**src/rtl/vhp_pkg.sv**
```systemverilog
package vhp_pkg;

  localparam int STAT_W      = 6;
  localparam int RI_WADDR    = 0;
  localparam int RI_RADDR    = 1;
  localparam int RI_DATA     = 2;
  localparam int RI_CTRL     = 5;
  localparam int RI_HSCROLL  = 7;
  localparam int RI_VSCROLL  = 8;
  localparam int RI_HSYNC    = 10;
  localparam int RI_HDISP    = 11;
  localparam int RI_VSYNC    = 12;
  localparam int RI_VDISP    = 13;
  localparam int RI_VEND     = 14;
  localparam int RI_DMA_LEN  = 18;
  localparam int RI_SPR_BASE = 19;

  typedef enum logic [1:0] {
    PORT_SEL  = 2'd0,
    PORT_NONE = 2'd1,
    PORT_LO   = 2'd2,
    PORT_HI   = 2'd3
  } port_e;

  // Address stride picked by control register bits 12:11.
  function automatic logic [15:0] stride_of(logic [15:0] ctrl);
    case (ctrl[12:11])
      2'd0:    return 16'd1;
      2'd1:    return 16'd32;
      2'd2:    return 16'd64;
      default: return 16'd128;
    endcase
  endfunction

  function automatic logic [15:0] reset_value(int idx);
    case (idx)
      RI_HSYNC: return 16'h00FF;
      RI_HDISP: return 16'h001F;
      RI_VSYNC: return 16'hFFFF;
      RI_VDISP: return 16'h01FF;
      RI_VEND:  return 16'hFFFF;
      default:  return 16'h0000;
    endcase
  endfunction

  // Bits that a register actually stores.
  function automatic logic [15:0] field_mask(int idx);
    case (idx)
      RI_HSCROLL: return 16'h03FF;
      RI_VSCROLL: return 16'h01FF;
      default:    return 16'hFFFF;
    endcase
  endfunction

endpackage

```
**src/rtl/vhp_regfile.sv**
```systemverilog
module vhp_regfile
  import vhp_pkg::*;
#(
  parameter int REG_IDX_W = 5,
  localparam int REG_CNT  = 1 << REG_IDX_W
) (
  input  logic                 clk,
  input  logic                 rst_n,
  input  logic                 wr_lo,
  input  logic                 wr_hi,
  input  logic [REG_IDX_W-1:0] idx,
  input  logic [7:0]           bdata,
  input  logic                 inc_waddr,
  input  logic                 inc_raddr,
  input  logic [15:0]          stride,
  output logic [15:0]          regs_o [REG_CNT]
);

  for (genvar g = 0; g < REG_CNT; g++) begin : g_reg
    localparam logic [15:0] RST = reset_value(g);
    localparam logic [15:0] MSK = field_mask(g);
    logic [15:0] q;
    logic        hit;
    logic        bump;

    assign hit  = (idx == REG_IDX_W'(g));
    assign bump = (g == RI_WADDR) ? inc_waddr :
                  (g == RI_RADDR) ? inc_raddr : 1'b0;

    always_ff @(posedge clk or negedge rst_n) begin
      if (!rst_n)             q <= RST;
      else if (hit && wr_lo)  q <= {q[15:8], bdata} & MSK;
      else if (hit && wr_hi)  q <= {bdata, q[7:0]} & MSK;
      else if (bump)          q <= q + stride;
    end

    assign regs_o[g] = q;
  end

endmodule

```
**src/rtl/vhp_vram_port.sv**
```systemverilog
module vhp_vram_port #(
  parameter int VRAM_AW = 15
) (
  input  logic               clk,
  input  logic               rst_n,
  input  logic               commit_data,
  input  logic               commit_raddr,
  input  logic               advance_read,
  input  logic [7:0]         bdata,
  input  logic [15:0]        waddr,
  input  logic [15:0]        raddr,
  input  logic [15:0]        data_reg,
  input  logic [15:0]        stride,
  output logic [VRAM_AW-1:0] vram_addr,
  output logic               vram_we,
  output logic               vram_re,
  output logic [15:0]        vram_wdata,
  input  logic [15:0]        vram_rdata,
  output logic [15:0]        rbuf,
  output logic               busy
);

  logic [15:0] raddr_new;
  logic [15:0] raddr_next;
  logic        waddr_in_range;

  assign raddr_new      = {bdata, raddr[7:0]};
  assign raddr_next     = raddr + stride;
  assign waddr_in_range = (waddr[15:VRAM_AW] == '0);
  assign vram_wdata     = {bdata, data_reg[7:0]};

  always_comb begin
    vram_addr = '0;
    vram_we   = 1'b0;
    vram_re   = 1'b0;
    if (commit_data) begin
      vram_addr = waddr[VRAM_AW-1:0];
      vram_we   = waddr_in_range;
    end else if (commit_raddr) begin
      vram_addr = raddr_new[VRAM_AW-1:0];
      vram_re   = 1'b1;
    end else if (advance_read) begin
      vram_addr = raddr_next[VRAM_AW-1:0];
      vram_re   = 1'b1;
    end
  end

  always_ff @(posedge clk or negedge rst_n) begin
    if (!rst_n) begin
      busy <= 1'b0;
      rbuf <= 16'hFFFF;
    end else begin
      busy <= vram_re;
      if (busy) rbuf <= vram_rdata;
    end
  end

endmodule

```
**src/rtl/vhp_status.sv**
```systemverilog
module vhp_status
  import vhp_pkg::*;
(
  input  logic              clk,
  input  logic              rst_n,
  input  logic [STAT_W-1:0] evt_set,
  input  logic              clr,
  output logic [7:0]        status_byte,
  output logic              irq
);

  logic [STAT_W-1:0] flags;

  always_ff @(posedge clk or negedge rst_n) begin
    if (!rst_n) begin
      flags <= '0;
      irq   <= 1'b0;
    end else begin
      flags <= (clr ? '0 : flags) | evt_set;
      irq   <= (clr ? 1'b0 : irq) | (|evt_set);
    end
  end

  assign status_byte = {{(8 - STAT_W){1'b0}}, flags};

endmodule

```
**src/rtl/vidctl_host_port.sv**
```systemverilog
module vidctl_host_port
  import vhp_pkg::*;
#(
  parameter int VRAM_AW   = 15,
  parameter int REG_IDX_W = 5
) (
  input  logic               clk,
  input  logic               rst_n,
  input  logic               cpu_sel,
  input  logic               cpu_wr,
  input  logic               cpu_rd,
  input  logic [1:0]         cpu_addr,
  input  logic [7:0]         cpu_wdata,
  output logic [7:0]         cpu_rdata,
  output logic               cpu_ready,
  input  logic [5:0]         evt_set,
  output logic               irq,
  output logic [VRAM_AW-1:0] vram_addr,
  output logic               vram_we,
  output logic               vram_re,
  output logic [15:0]        vram_wdata,
  input  logic [15:0]        vram_rdata,
  output logic               dma_vram_req,
  output logic               dma_spr_req,
  output logic [15:0]        hscroll_cfg,
  output logic [15:0]        vscroll_cfg,
  output logic [15:0]        hsync_cfg,
  output logic [15:0]        hdisp_cfg,
  output logic [15:0]        vsync_cfg,
  output logic [15:0]        vdisp_cfg,
  output logic [15:0]        vend_cfg
);

  localparam int REG_CNT = 1 << REG_IDX_W;

  logic [REG_IDX_W-1:0] idx_q;
  logic [15:0]          regs [REG_CNT];
  logic [15:0]          rbuf;
  logic [7:0]           status_byte;
  logic                 busy;
  port_e                port;

  // Named internal events.
  logic acc_wr, acc_rd;
  logic wr_sel, wr_lo, wr_hi;
  logic commit_data, commit_raddr, advance_read, stat_rd;
  logic commit_len, commit_spr;
  logic [15:0] stride, waddr_q, raddr_q;

  assign port         = port_e'(cpu_addr);
  assign cpu_ready    = ~busy;
  assign acc_wr       = cpu_sel & ~busy & cpu_wr;
  assign acc_rd       = cpu_sel & ~busy & cpu_rd & ~cpu_wr;
  assign wr_sel       = acc_wr && (port == PORT_SEL);
  assign wr_lo        = acc_wr && (port == PORT_LO);
  assign wr_hi        = acc_wr && (port == PORT_HI);
  assign commit_data  = wr_hi && (idx_q == REG_IDX_W'(RI_DATA));
  assign commit_raddr = wr_hi && (idx_q == REG_IDX_W'(RI_RADDR));
  assign commit_len   = wr_hi && (idx_q == REG_IDX_W'(RI_DMA_LEN));
  assign commit_spr   = wr_hi && (idx_q == REG_IDX_W'(RI_SPR_BASE));
  assign advance_read = acc_rd && (port == PORT_HI) && (idx_q == REG_IDX_W'(RI_DATA));
  assign stat_rd      = acc_rd && (port == PORT_SEL);

  assign stride  = stride_of(regs[RI_CTRL]);
  assign waddr_q = regs[RI_WADDR];
  assign raddr_q = regs[RI_RADDR];

  always_ff @(posedge clk or negedge rst_n) begin
    if (!rst_n) begin
      idx_q        <= '0;
      dma_vram_req <= 1'b0;
      dma_spr_req  <= 1'b0;
    end else begin
      if (wr_sel) idx_q <= cpu_wdata[REG_IDX_W-1:0];
      dma_vram_req <= commit_len;
      dma_spr_req  <= commit_spr;
    end
  end

  vhp_regfile #(.REG_IDX_W(REG_IDX_W)) u_regs (
    .clk       (clk),
    .rst_n     (rst_n),
    .wr_lo     (wr_lo),
    .wr_hi     (wr_hi),
    .idx       (idx_q),
    .bdata     (cpu_wdata),
    .inc_waddr (commit_data),
    .inc_raddr (advance_read),
    .stride    (stride),
    .regs_o    (regs)
  );

  vhp_vram_port #(.VRAM_AW(VRAM_AW)) u_vram (
    .clk          (clk),
    .rst_n        (rst_n),
    .commit_data  (commit_data),
    .commit_raddr (commit_raddr),
    .advance_read (advance_read),
    .bdata        (cpu_wdata),
    .waddr        (waddr_q),
    .raddr        (raddr_q),
    .data_reg     (regs[RI_DATA]),
    .stride       (stride),
    .vram_addr    (vram_addr),
    .vram_we      (vram_we),
    .vram_re      (vram_re),
    .vram_wdata   (vram_wdata),
    .vram_rdata   (vram_rdata),
    .rbuf         (rbuf),
    .busy         (busy)
  );

  vhp_status u_stat (
    .clk         (clk),
    .rst_n       (rst_n),
    .evt_set     (evt_set),
    .clr         (stat_rd),
    .status_byte (status_byte),
    .irq         (irq)
  );

  always_comb begin
    case (port)
      PORT_SEL:  cpu_rdata = status_byte;
      PORT_LO:   cpu_rdata = rbuf[7:0];
      PORT_HI:   cpu_rdata = rbuf[15:8];
      default:   cpu_rdata = 8'h00;
    endcase
  end

  assign hscroll_cfg = regs[RI_HSCROLL];
  assign vscroll_cfg = regs[RI_VSCROLL];
  assign hsync_cfg   = regs[RI_HSYNC];
  assign hdisp_cfg   = regs[RI_HDISP];
  assign vsync_cfg   = regs[RI_VSYNC];
  assign vdisp_cfg   = regs[RI_VDISP];
  assign vend_cfg    = regs[RI_VEND];

endmodule

```
**config.mk**
```make
export PLATFORM = sky130hd
export DESIGN_NAME = vidctl_host_port
export DESIGN_NICKNAME = d
export VERILOG_FILES = /design/src/rtl/vhp_pkg.sv /design/src/rtl/vhp_regfile.sv /design/src/rtl/vhp_vram_port.sv /design/src/rtl/vhp_status.sv /design/src/rtl/vidctl_host_port.sv
export SDC_FILE = /design/constraint.sdc
export NUM_CORES = 1
export LEC_CHECK = 0
export BUFFER_PORTS_ARGS = -buffer_cell sky130_fd_sc_hd__buf_2
export CELL_PAD_IN_SITES_DETAIL_PLACEMENT = 0
export CELL_PAD_IN_SITES_GLOBAL_PLACEMENT = 1
export CORE_ASPECT_RATIO = 1.5
export CORE_UTILIZATION = 47
export DETAILED_ROUTE_END_ITERATION = 10
export PLACE_DENSITY = 0.84
export SYNTH_ARGS = -nofsm -noshare
export SYNTH_HDL_FRONTEND = slang
export SYNTH_SLANG_ARGS = --single-unit
```
**constraint.sdc**
```tcl
create_clock -name clk -period 5.1 [get_ports clk]
set_input_delay 0.765 -clock clk [delete_from_list [all_inputs] [get_ports clk]]
set_output_delay 0.765 -clock clk [all_outputs]
set_load 0.05 [all_outputs]
```
### Yosys cells after proc, flatten, opt, wreduce, memory -nomap -nowiden

Cells that the tools add are included.

* add/sub/neg operators: 2
* equal/unequal tests: 18
* mux-type cells: 27
* bitwise logic cells: 19
* reduce and logical (&&, ||, !) cells: 52

Operator list (number)
* $mux 16: 8
* $mux 8: 8
* $pmux 8 s3: 2
* $mux 15: 3
* $add 16x8->16: 2
* $eq 5x4->1 const B: 6
* $logic_and 1x1->1: 30
* $reduce_and 2->1: 12
* $not 1->1: 13
* $reduce_bool 2->1: 6
* $eq 5x3->1 const B: 2
* $eq 5x5->1 const B: 2
* $eq 2x2->1 const B: 3
* $mux 6: 1
* $or 6x6->6: 1
* $reduce_or 6->1: 1
* $eq 5x1->1 const B: 1
* $eq 5x2->1 const B: 1
* $logic_not 5->1: 1
* $mux 1: 5
* $and 1x1->1: 4
* $logic_not 2->1: 2
* $ne 2x1->1 const B: 2
* $eq 2x1->1 const B: 1
* $or 1x1->1: 1

* flip-flop bits (word level): 188
* output and inout port bits: 157

### Depth between registers and ports, before layout

Gate-level depths: netlist of the first run.

* depth after elaboration: 9
* gate-level depth with buffers: 10
* gate-level depth less buffers: 9

### Modules after synthesis

Synthesis of the first run repeated with hierarchy kept, for this count alone.

* cell total of the unflattened synthesis: 1760
* area, all modules: 23500.0 sq um

By module, submodules not included
* vhp_regfile: times used 1, cells an instance 1483, area each 20836.2 sq um, sequential area each 12554.5 sq um
* vhp_vram_port: times used 1, cells an instance 202, area each 1796.7 sq um, sequential area each 445.4 sq um
* vidctl_host_port: times used 1, cells an instance 56, area each 604.3 sq um, sequential area each 175.2 sq um
* vhp_status: times used 1, cells an instance 19, area each 262.8 sq um, sequential area each 175.2 sq um

### Worst setup path after synthesis of the first run

OpenSTA, ideal clock, no wires.

* path type: reg-to-output
* start: register u_regs.g_reg[5].q[11]
* end: output port vram_addr[12]
* data arrival time: 2.837 ns
* required time: 4.335 ns
* setup slack: 1.498 ns
* stages on the path, launching flop included: 11
* path buffers: 2
* path through: dfrtp_1 nor2b_1 ha_1 and3_1 buf_2 a311oi_1 o31a_1 clkbuf_1 nor3_1 xnor2_1 o211ai_1

* cells in the longest elaborated chain, start to end: 6

RTL lines
* from (decl): RTL line vhp_regfile.sv:22 `logic [15:0] q;`
* from (signal assigned): RTL line vhp_regfile.sv:32 `else if (hit && wr_lo) q <= {q[15:8], bdata} & MSK;`
* from (signal assigned): RTL line vhp_regfile.sv:33 `else if (hit && wr_hi) q <= {bdata, q[7:0]} & MSK;`
* from (signal assigned): RTL line vhp_regfile.sv:34 `else if (bump) q <= q + stride;`
* $eq 2x2->1 (tied with other cells): RTL line vhp_pkg.sv:27 `case (ctrl[12:11])`
* $pmux 8 s3 (*): RTL line vhp_pkg.sv:27
* $add 16x8->16 (*)
* $mux 15 (*): RTL line vhp_vram_port.sv:42 `end else if (advance_read) begin`
* $mux 15 (*): RTL line vhp_vram_port.sv:39 `end else if (commit_raddr) begin`
* $mux 15 (*): RTL line vhp_vram_port.sv:36 `if (commit_data) begin`
* to (decl): RTL line vidctl_host_port.sv:18 `output logic [VRAM_AW-1:0] vram_addr,`

Every way passes the cells marked *; elsewhere a longest branch is shown, timed or not.

### Worst setup path after layout of the first run

* start: register idx_q[0]
* end: output port vram_addr[3]

* cells in the longest elaborated chain, start to end: 5

RTL lines
* from (decl): RTL line vidctl_host_port.sv:36 `logic [REG_IDX_W-1:0] idx_q;`
* from (signal assigned): RTL line vidctl_host_port.sv:74 `if (wr_sel) idx_q <= cpu_wdata[REG_IDX_W-1:0];`
* $eq 5x2->1: RTL line vidctl_host_port.sv:57, vidctl_host_port.sv:61
* $logic_and 1x1->1: RTL line vidctl_host_port.sv:61 `assign advance_read = acc_rd && (port == PORT_HI) && (idx_q == REG_IDX_W'(RI_DATA));`
* $mux 15: RTL line vhp_vram_port.sv:42
* $mux 15: RTL line vhp_vram_port.sv:39
* $mux 15 (*): RTL line vhp_vram_port.sv:36

Marked as above.

==> metrics.md, run 1 <==
| Metric | Value |
|---|---|
| Register area | 0.004367 mm² |
| GR Util All Layers | 0.2239 |
| Fill count | 1675 |
| Yosys reg bits | 171 |
| Crit path required time | 4.34 ns |
| H-tree Lvls | 4 |
| Max Cap Viol | 0 |
| Clock latency on the worst-skew pair | 0.43 ns |
| Dpl cells | 1062 |
| Non-filler cells in the finished layout | 1094 |
| Die Ht | 171.8 µm |
| Largest net degree at the start of global routing | 93 |
| Initial core utilization | 0.4829 |
| Vias per cell | 5.243 |
| Area contributors post-synth | dfrtp_1 28%, dfstp_2 20%, mux2_2 17% |
| Clock Root Buffer | clkbuf_16 |
| Row cnt | 61 |
| Via count | 5736 |
| Top-area cell type share of the netlist area | 0.2799 |
| DRT Wirelength | 20820 µm |
| Clock Sinks | 171 |
| Max Root-Sink Buffers | 2 |
| Synthesized area | 0.009030 mm² |
| Max Fclk | 252.1 MHz |
| Core area | 0.01870 mm² |
| CTS Buf Count | 17 |
| Cells along the critical path | or3b_1, nor2_2, nand2_1, nor3_1, a221o_1, buf_2 |
| Mapped Cells | 780 |
| Multi-input gate area | 0.003545 mm² |
| Final setup vio count | 0 |
| CP peak stage delay | 0.61 ns |
| Max FO, Critical Path | 23 |
| Crit path max-delay family | simple AND/OR/NAND/NOR gates |
| DP Area | 0.009194 mm² |
| DRC Markers | 0 |
| Netlist cell types | 57 |
| Post-synth EDFFs | 0 |
| Tightest Pin Transition | 1.025 ns |
| Initial antenna violation count | 0 |
| Worst-path clk slew | 0.07 ns |
| Outcome | completed |
| Crit share post-route | 0.7778 |
| Total congestion overflow | 0 |
| Min-Delay Path Class | in2async |
| Synth warn | 0 |
| Antenna Cells | 0 |
| Setup TNS | 0 ns |
| Post-DP HPWL | 14420 µm |
| WL per Instance | 19.03 µm |
| Post-Syn Area per Cell | 11.58 µm² |
| IR drop worst, VDD | 198.4 µV |
| Min Hold Slack | 0.4347 ns |
| Pwr dens | 403.2 mW/mm² |
| Data arrival, critical path | 3.20 ns |
| Post-DRT Antenna Nets | 0 |
| RePlAce Congestion | 0.7761 |
| Pleak | 4.699 nW |
| Final net count | 874 |
| Final hold vios | 0 |
| Die Wd | 115.2 µm |
| Die ar. | 0.01978 mm² |
| Global-route wire length before repair | 32780 µm |
| TritonCTS clock tree | done |
| I/O Buffers | 180 |
| Sequential share of the synthesized area | 0.4836 |
| RSZ-0062 raised after global routing | no |
| Crit path time final | 3.967 ns |
| Buf+Inv Stages, Crit Path | 1 |
| Slowest cell on crit path | or3b_1 |
| Synth-to-Final Area Change | 8.064% |
| Post-synth ARST share | 1.000 |
| Max_slew headroom | 0.3118 |
| Finished Cell Area | 0.009758 mm² |
| Top_reg_cell synth | dfrtp_1 |
| Post-CTS sizing | 0 |
| CTS Hold Buffers Added | 0 |
| Vias in the first global route | 5658 |
| Cell accounting for the most synthesized area | dfrtp_1 |
| Pre-antenna DRT Iters | 4 |
| Iter 0 DRT Violations | 339 |
| Setup CP Type | reg2out |
| Slew Limit Fails | 0 |
| Worst clock skew | 0.01721 ns |
| Ports | 194 |
| Critical Path Source Type | flip-flop |
| Setup Buffers After CTS | 0 |
| Layout cell share with drive strength beyond 1 | 0.5166 |
| Worst setup EP type | output port |
final cells by class:
class                      instances  share of cell area
tap                              252             0.03231
sequential                       171              0.4475
clock inverter                     9            0.007693
timing repair buffer             185             0.09681
multi-input combinational        448              0.3633
inverter                           6            0.002308
clock buffer                      23             0.05013
kinds of logic after synthesis:
| kind of cell | count (synthesis) | synth area share |
|---|---|---|
| mux | 137 | 0.1703 |
| buf+inv | 173 | 0.1289 |
| fa+ha+maj | 9 | 0.01219 |
| other cells | 1 | 0.0004153 |
| xor+xnor | 28 | 0.02716 |
| flops | 171 | 0.4836 |
| simple gates | 172 | 0.1095 |
| compound gates | 89 | 0.06804 |
per-stage QoR:
stage	power [W]	setup slack, ns	utilization
2_1_floorplan	0.002572	1.498	-
4_1_cts	0.003962	1.090	0.5218
6_report	0.003934	1.133	0.5218
3_5_place_dp	0.002708	1.385	0.4917
3_3_place_gp	0.002693	1.436	0.4917
5_1_grt	0.004119	0.9303	0.5218
Yosys cell counts, types with 4 or more instances:
master	instances
nor2b_1	7
inv_1	6
buf_1	5
a221o_1	10
a21o_1	7
dfstp_2	70
nand2_1	43
o211ai_1	7
xnor2_1	17
a21oi_1	22
ha_1	8
buf_4	128
nand4_1	7
dfrtp_1	101
o21ai_0	19
nor3_4	5
nor2_1	42
nor3_1	12
mux2i_1	4
xor2_1	11
a22o_1	6
mux2_2	133
and2_1	6
and3_1	6
clkbuf_1	22
nor3_2	4
buf_2	9
nand3_1	16
cell usage in the layout (no fill, tap or decap), types with 3 or more instances in the layout:
master,Yosys,final
buf_2,9,179
mux2_2,133,133
dfrtp_1,101,101
dfstp_2,70,70
nand2_1,43,43
nor2_1,42,42
a21oi_1,22,22
o21ai_0,19,19
clkbuf_16,0,18
xnor2_1,17,17
nand3_1,16,16
conb_1,1,13
nor3_1,12,12
xor2_1,11,11
a221o_1,10,10
ha_1,8,8
a21o_1,7,7
nor2b_1,7,7
o211ai_1,7,7
nand4_1,7,7
a22o_1,6,6
and2_1,6,6
and3_1,6,6
inv_1,6,6
nor3_4,5,5
buf_4,128,5
nor3_2,4,4
mux2i_1,4,4
inv_6,0,4
nor4_4,3,3
a221oi_1,3,3
nor3b_1,3,3
clkbuf_1,22,3
sequential cells by signal, summed over array words and instances (netlist names):
name,cells
u_regs.g.q,140
u_vram.rbuf,16
u_stat.flags,6
idx_q,5
dma_spr_req,1
dma_vram_req,1
u_stat.irq,1
u_vram.busy,1
path summary, 6_finish.rpt:
path | from | endpoint | slack (ns) | cells past startpoint
worst max-delay path | idx_q[0] | vram_addr[3] | 1.13 | 6
worst min-delay path | rst_n | u_stat.flags[1] | 0.43 | 1
worst max register to register | u_vram.busy | u_regs.g_reg[11].q[5] | 2.05 | 5
worst min register to register | u_regs.g_reg[10].q[7] | u_regs.g_reg[10].q[7] | 0.48 | 2
max in group asynchronous | rst_n | u_regs.g_reg[7].q[0] | 3.53 | 2
min in group clk | u_regs.g_reg[10].q[7] | u_regs.g_reg[10].q[7] | 0.48 | 2
power breakdown:
| part | switching (W) | internal, W | total, W |
|---|---|---|---|
| logic | 0.000599 | 0.000304 | 0.000902 |
| clock network | 0.000558 | 0.000691 | 0.00125 |
| registers | 0.000184 | 0.00160 | 0.00178 |
| total | 0.00134 | 0.00259 | 0.00393 |
per-layer routing:
layer	up-vias	track usage	part of all wire
met1	2892	0.2817	0.42
li1	2690	-	-
met4	0	0.06437	0.014
met2	138	0.3889	0.53
met3	16	0.04264	0.039
met5	-	0	0
Power figures use the tool's default switching activity.
==> run 2, diff against run 1 <==
--- a/config.mk
+++ b/config.mk
@@ -9,9 +9,9 @@
 export CELL_PAD_IN_SITES_DETAIL_PLACEMENT = 0
 export CELL_PAD_IN_SITES_GLOBAL_PLACEMENT = 1
 export CORE_ASPECT_RATIO = 1.5
-export CORE_UTILIZATION = 47
+export CORE_UTILIZATION = 43
 export DETAILED_ROUTE_END_ITERATION = 10
-export PLACE_DENSITY = 0.84
+export PLACE_DENSITY = 0.78
 export SYNTH_ARGS = -nofsm -noshare
 export SYNTH_HDL_FRONTEND = slang
 export SYNTH_SLANG_ARGS = --single-unit
==> constraint.sdc (replaced) <==
create_clock -name clk -period 3.8 [get_ports clk]
set_input_delay 0.57 -clock clk [delete_from_list [all_inputs] [get_ports clk]]
set_output_delay 0.57 -clock clk [all_outputs]
set_load 0.05 [all_outputs]
==> metrics.md, run 2 (same netlist as run 1, synthesis figures left out) <==
| Metric | Value |
|---|---|
| Internal | 0.003585 W (was 0.002593 W) |
| H-tree Lvls | 4 (unchanged) |
| Clock latency on the worst-skew pair | 0.43 ns (about the same) |
| Max FO, Critical Path | 7 (was 23) |
| Crit path time final | 3.589 ns |
| Pre-antenna DRT Iters | 4 (unchanged) |
| Crit path max-delay family | compound AO/OA/AOI/OAI gates (was simple AND/OR/NAND/NOR gates) |
| Vias in the first global route | 5782 (was 5658) |
| Clock share of power | 0.326 (was 0.317) |
| Reg2reg path depth | 6 (was 5) |
| Pwr dens | 542.2 mW/mm² (was 403.2 mW/mm²) |
| Setup CP Type | reg2out (unchanged) |
| I/O Buffers | 180 (unchanged) |
| Synth-to-Final Area Change | 9.533% (was 8.064%) |
| Global-route wire length before repair | 33890 µm (was 32780 µm) |
| Net switching fraction of the power | 0.3315 (was 0.3408) |
| DRC Markers | 0 (unchanged) |
| Sequential power share | 0.445 (was 0.453) |
| Max Root-Sink Buffers | 2 (unchanged) |
| Total congestion overflow | 0 (unchanged) |
| Cells along the critical path | nor2_1, ha_1, ha_2, and4b_1, a221oi_1, o31a_1, buf_4, o21a_1, o21ai_0, nand3_1, buf_2 (was or3b_1, nor2_2, nand2_1, nor3_1, a221o_1, buf_2) |
| R2r endpoint | u_regs.g_reg[1].q[1] (was u_regs.g_reg[11].q[5]) |
| Row cnt | 64 (was 61) |
| Outcome | completed (unchanged) |
| Biggest register | u_regs.g.q (unchanged) |
| CP Launch Point | u_regs.g_reg[5].q[12] (was idx_q[0]) |
| Buf+Inv Stages, Crit Path | 2 (was 1) |
| Tightest Pin Transition | 0.8223 ns (was 1.025 ns) |
| WL per Instance | 19.28 µm (was 19.03 µm) |
| Vias per cell | 5.186 (was 5.243) |
| Stages on worst setup path | 11 (was 6) |
| Core area | 0.02050 mm² (was 0.01870 mm²) |
| CTS Buf Count | 17 (unchanged) |
| CTS Hold Buffers Added | 0 (unchanged) |
| Most common cell after layout, fill and taps aside | buf_2 (unchanged) |
| Final net count | 884 (was 874) |
| Post-DRT Antenna Nets | 0 (unchanged) |
| Critical Path Source Type | flip-flop (unchanged) |
| Post-DP HPWL | 14990 µm (was 14420 µm) |
| Register-to-register setup slack | 1.15 ns (was 2.05 ns) |
| Clock Sinks | 171 (unchanged) |
| Switch Pwr | 0.001778 W (was 0.001341 W) |
| Origin of the critical flop-to-flop path | u_vram.busy (unchanged) |
| RSZ-0062 raised after global routing | no (unchanged) |
| DP Area | 0.009281 mm² (was 0.009194 mm²) |
| DRT Wirelength | 21520 µm (was 20820 µm) |
| Max FFs per register | 140 (unchanged) |
| Most frequent cells in the layout | 179 x buf_2, 133 x mux2_2, 101 x dfrtp_1, 70 x dfstp_2, 43 x nand2_1 (unchanged) |
| Initial core utilization | 0.4405 (was 0.4829) |
| Logic gate share of total power | 0.229 (about the same) |
| GR Util All Layers | 0.2083 (was 0.2239) |
| Crit path required time | 3.23 ns (was 4.34 ns) |
| Die Ht | 179.5 µm (was 171.8 µm) |
| Die Wd | 120.3 µm (was 115.2 µm) |
| Data arrival, critical path | 3.02 ns (was 3.20 ns) |
| RePlAce Congestion | 0.7990 (was 0.7761) |
| Antenna Cells | 0 (unchanged) |
| CP peak stage delay | 0.43 ns (was 0.61 ns) |
| Setup ws final | 0.2112 ns (was 1.133 ns) |
| TritonCTS clock tree | done (unchanged) |
| Setup TNS | 0 ns (unchanged) |
| Overall power | 0.005363 W (was 0.003934 W) |
| IR drop worst, VDD | 362.0 µV (was 198.4 µV) |
| Initial antenna violation count | 0 (unchanged) |
| Via count | 5788 (was 5736) |
| Min-Delay Path Class | in2async (unchanged) |
| Pleak | 4.748 nW (was 4.699 nW) |
| Largest net degree at the start of global routing | 81 (was 93) |
| Worst clock skew | 0.007686 ns (was 0.01721 ns) |
| Layout cell share with drive strength beyond 1 | 0.5235 (was 0.5166) |
| Finished Cell Area | 0.009891 mm² (was 0.009758 mm²) |
| Max Fclk | 278.6 MHz |
| Slew Limit Fails | 0 (unchanged) |
| Slowest cell on crit path | dfrtp_1 (was or3b_1) |
| Worst slack, placed | 0.6360 ns (was 1.385 ns) |
| Max Cap Viol | 0 (unchanged) |
| Worst setup EP type | output port (unchanged) |
| Clock Root Buffer | clkbuf_16 (unchanged) |
| Worst-path clk slew | 0.07 ns (about the same) |
| Largest regs | u_regs.g.q: 140 flops, u_vram.rbuf: 16 flops, u_stat.flags: 6 flops (unchanged) |
| Iter 0 DRT Violations | 252 (was 339) |
| Max_slew headroom | 0.4488 (was 0.3118) |
| Final hold vios | 0 (unchanged) |
| Ports | 194 (unchanged) |
| Crit share post-route | 0.9444 |
| Die ar. | 0.02160 mm² (was 0.01978 mm²) |
| Final setup vio count | 0 (unchanged) |
run 2: worst max-delay path by stage:
| stage | end | slack [ns] |
|---|---|---|
| after global routing | vram_addr[14] | 0.009 |
| after floorplan | vram_addr[12] | 0.39 |
| after global placement | vram_addr[14] | 0.70 |
| final | vram_addr[14] | 0.21 |
| after detailed placement | vram_addr[14] | 0.64 |
| after CTS | vram_addr[14] | 0.18 |
run 2: power groups by stage:
stage / combinational, W / sequential (W) / clock (W)
global route: 0.00131 / 0.00243 / 0.00186
global placement: 0.00122 / 0.00240 / 0
floorplan: 0.00113 / 0.00233 / 0
finish: 0.00123 / 0.00239 / 0.00175
CTS: 0.00124 / 0.00238 / 0.00180
detailed placement: 0.00123 / 0.00241 / 0
run 2: per-stage QoR:
| stage | utilization | instances | hold slack, ns |
|---|---|---|---|
| 6_report | 0.4825 | 1116 | 0.06365 |
| 5_1_grt | 0.4825 | 1116 | 0.07662 |
| 4_1_cts | 0.4816 | 1114 | 0.05500 |
| 3_5_place_dp | 0.4528 | 1082 | 0.4667 |
| 3_3_place_gp | 0.4528 | 1082 | 0.4594 |
| 2_1_floorplan | - | 792 | 0.2744 |
run 2: repair_timing:
item	CTS	global route
gates resized for setup	0	1
setup endpoints to repair	0	2
setup buffers	0	2
hold endpoints to repair	0	0
run 2: metal layers:
metal,GRT usage,vias to the layer above,routed length (µm)
li1,-,2694,-
met1,0.2483,2931,8835
met4,0.08099,0,461
met2,0.3639,134,11390
met3,0.04220,29,825
met5,0,-,0
run 2: final cells by class:
type / instances / area (µm²)
clock buffer: 23 / 478.0
clock inverter: 9 / 113.9
fill: 1953 / 10610
inverter: 6 / 22.52
multi-input combinational: 448 / 3547
sequential: 171 / 4367
tap: 264 / 330.3
timing repair buffer: 195 / 1032
run 2: worst register-to-register path, delay by kind of cell, from the launching register on:
family | cells | cell delay [ns]
AOI/OAI and AO/OA | 1 | 0.35
and+or+nand+nor | 4 | 1.61
buffers and inverters | 1 | 0.21
DFF | 1 | 0.36
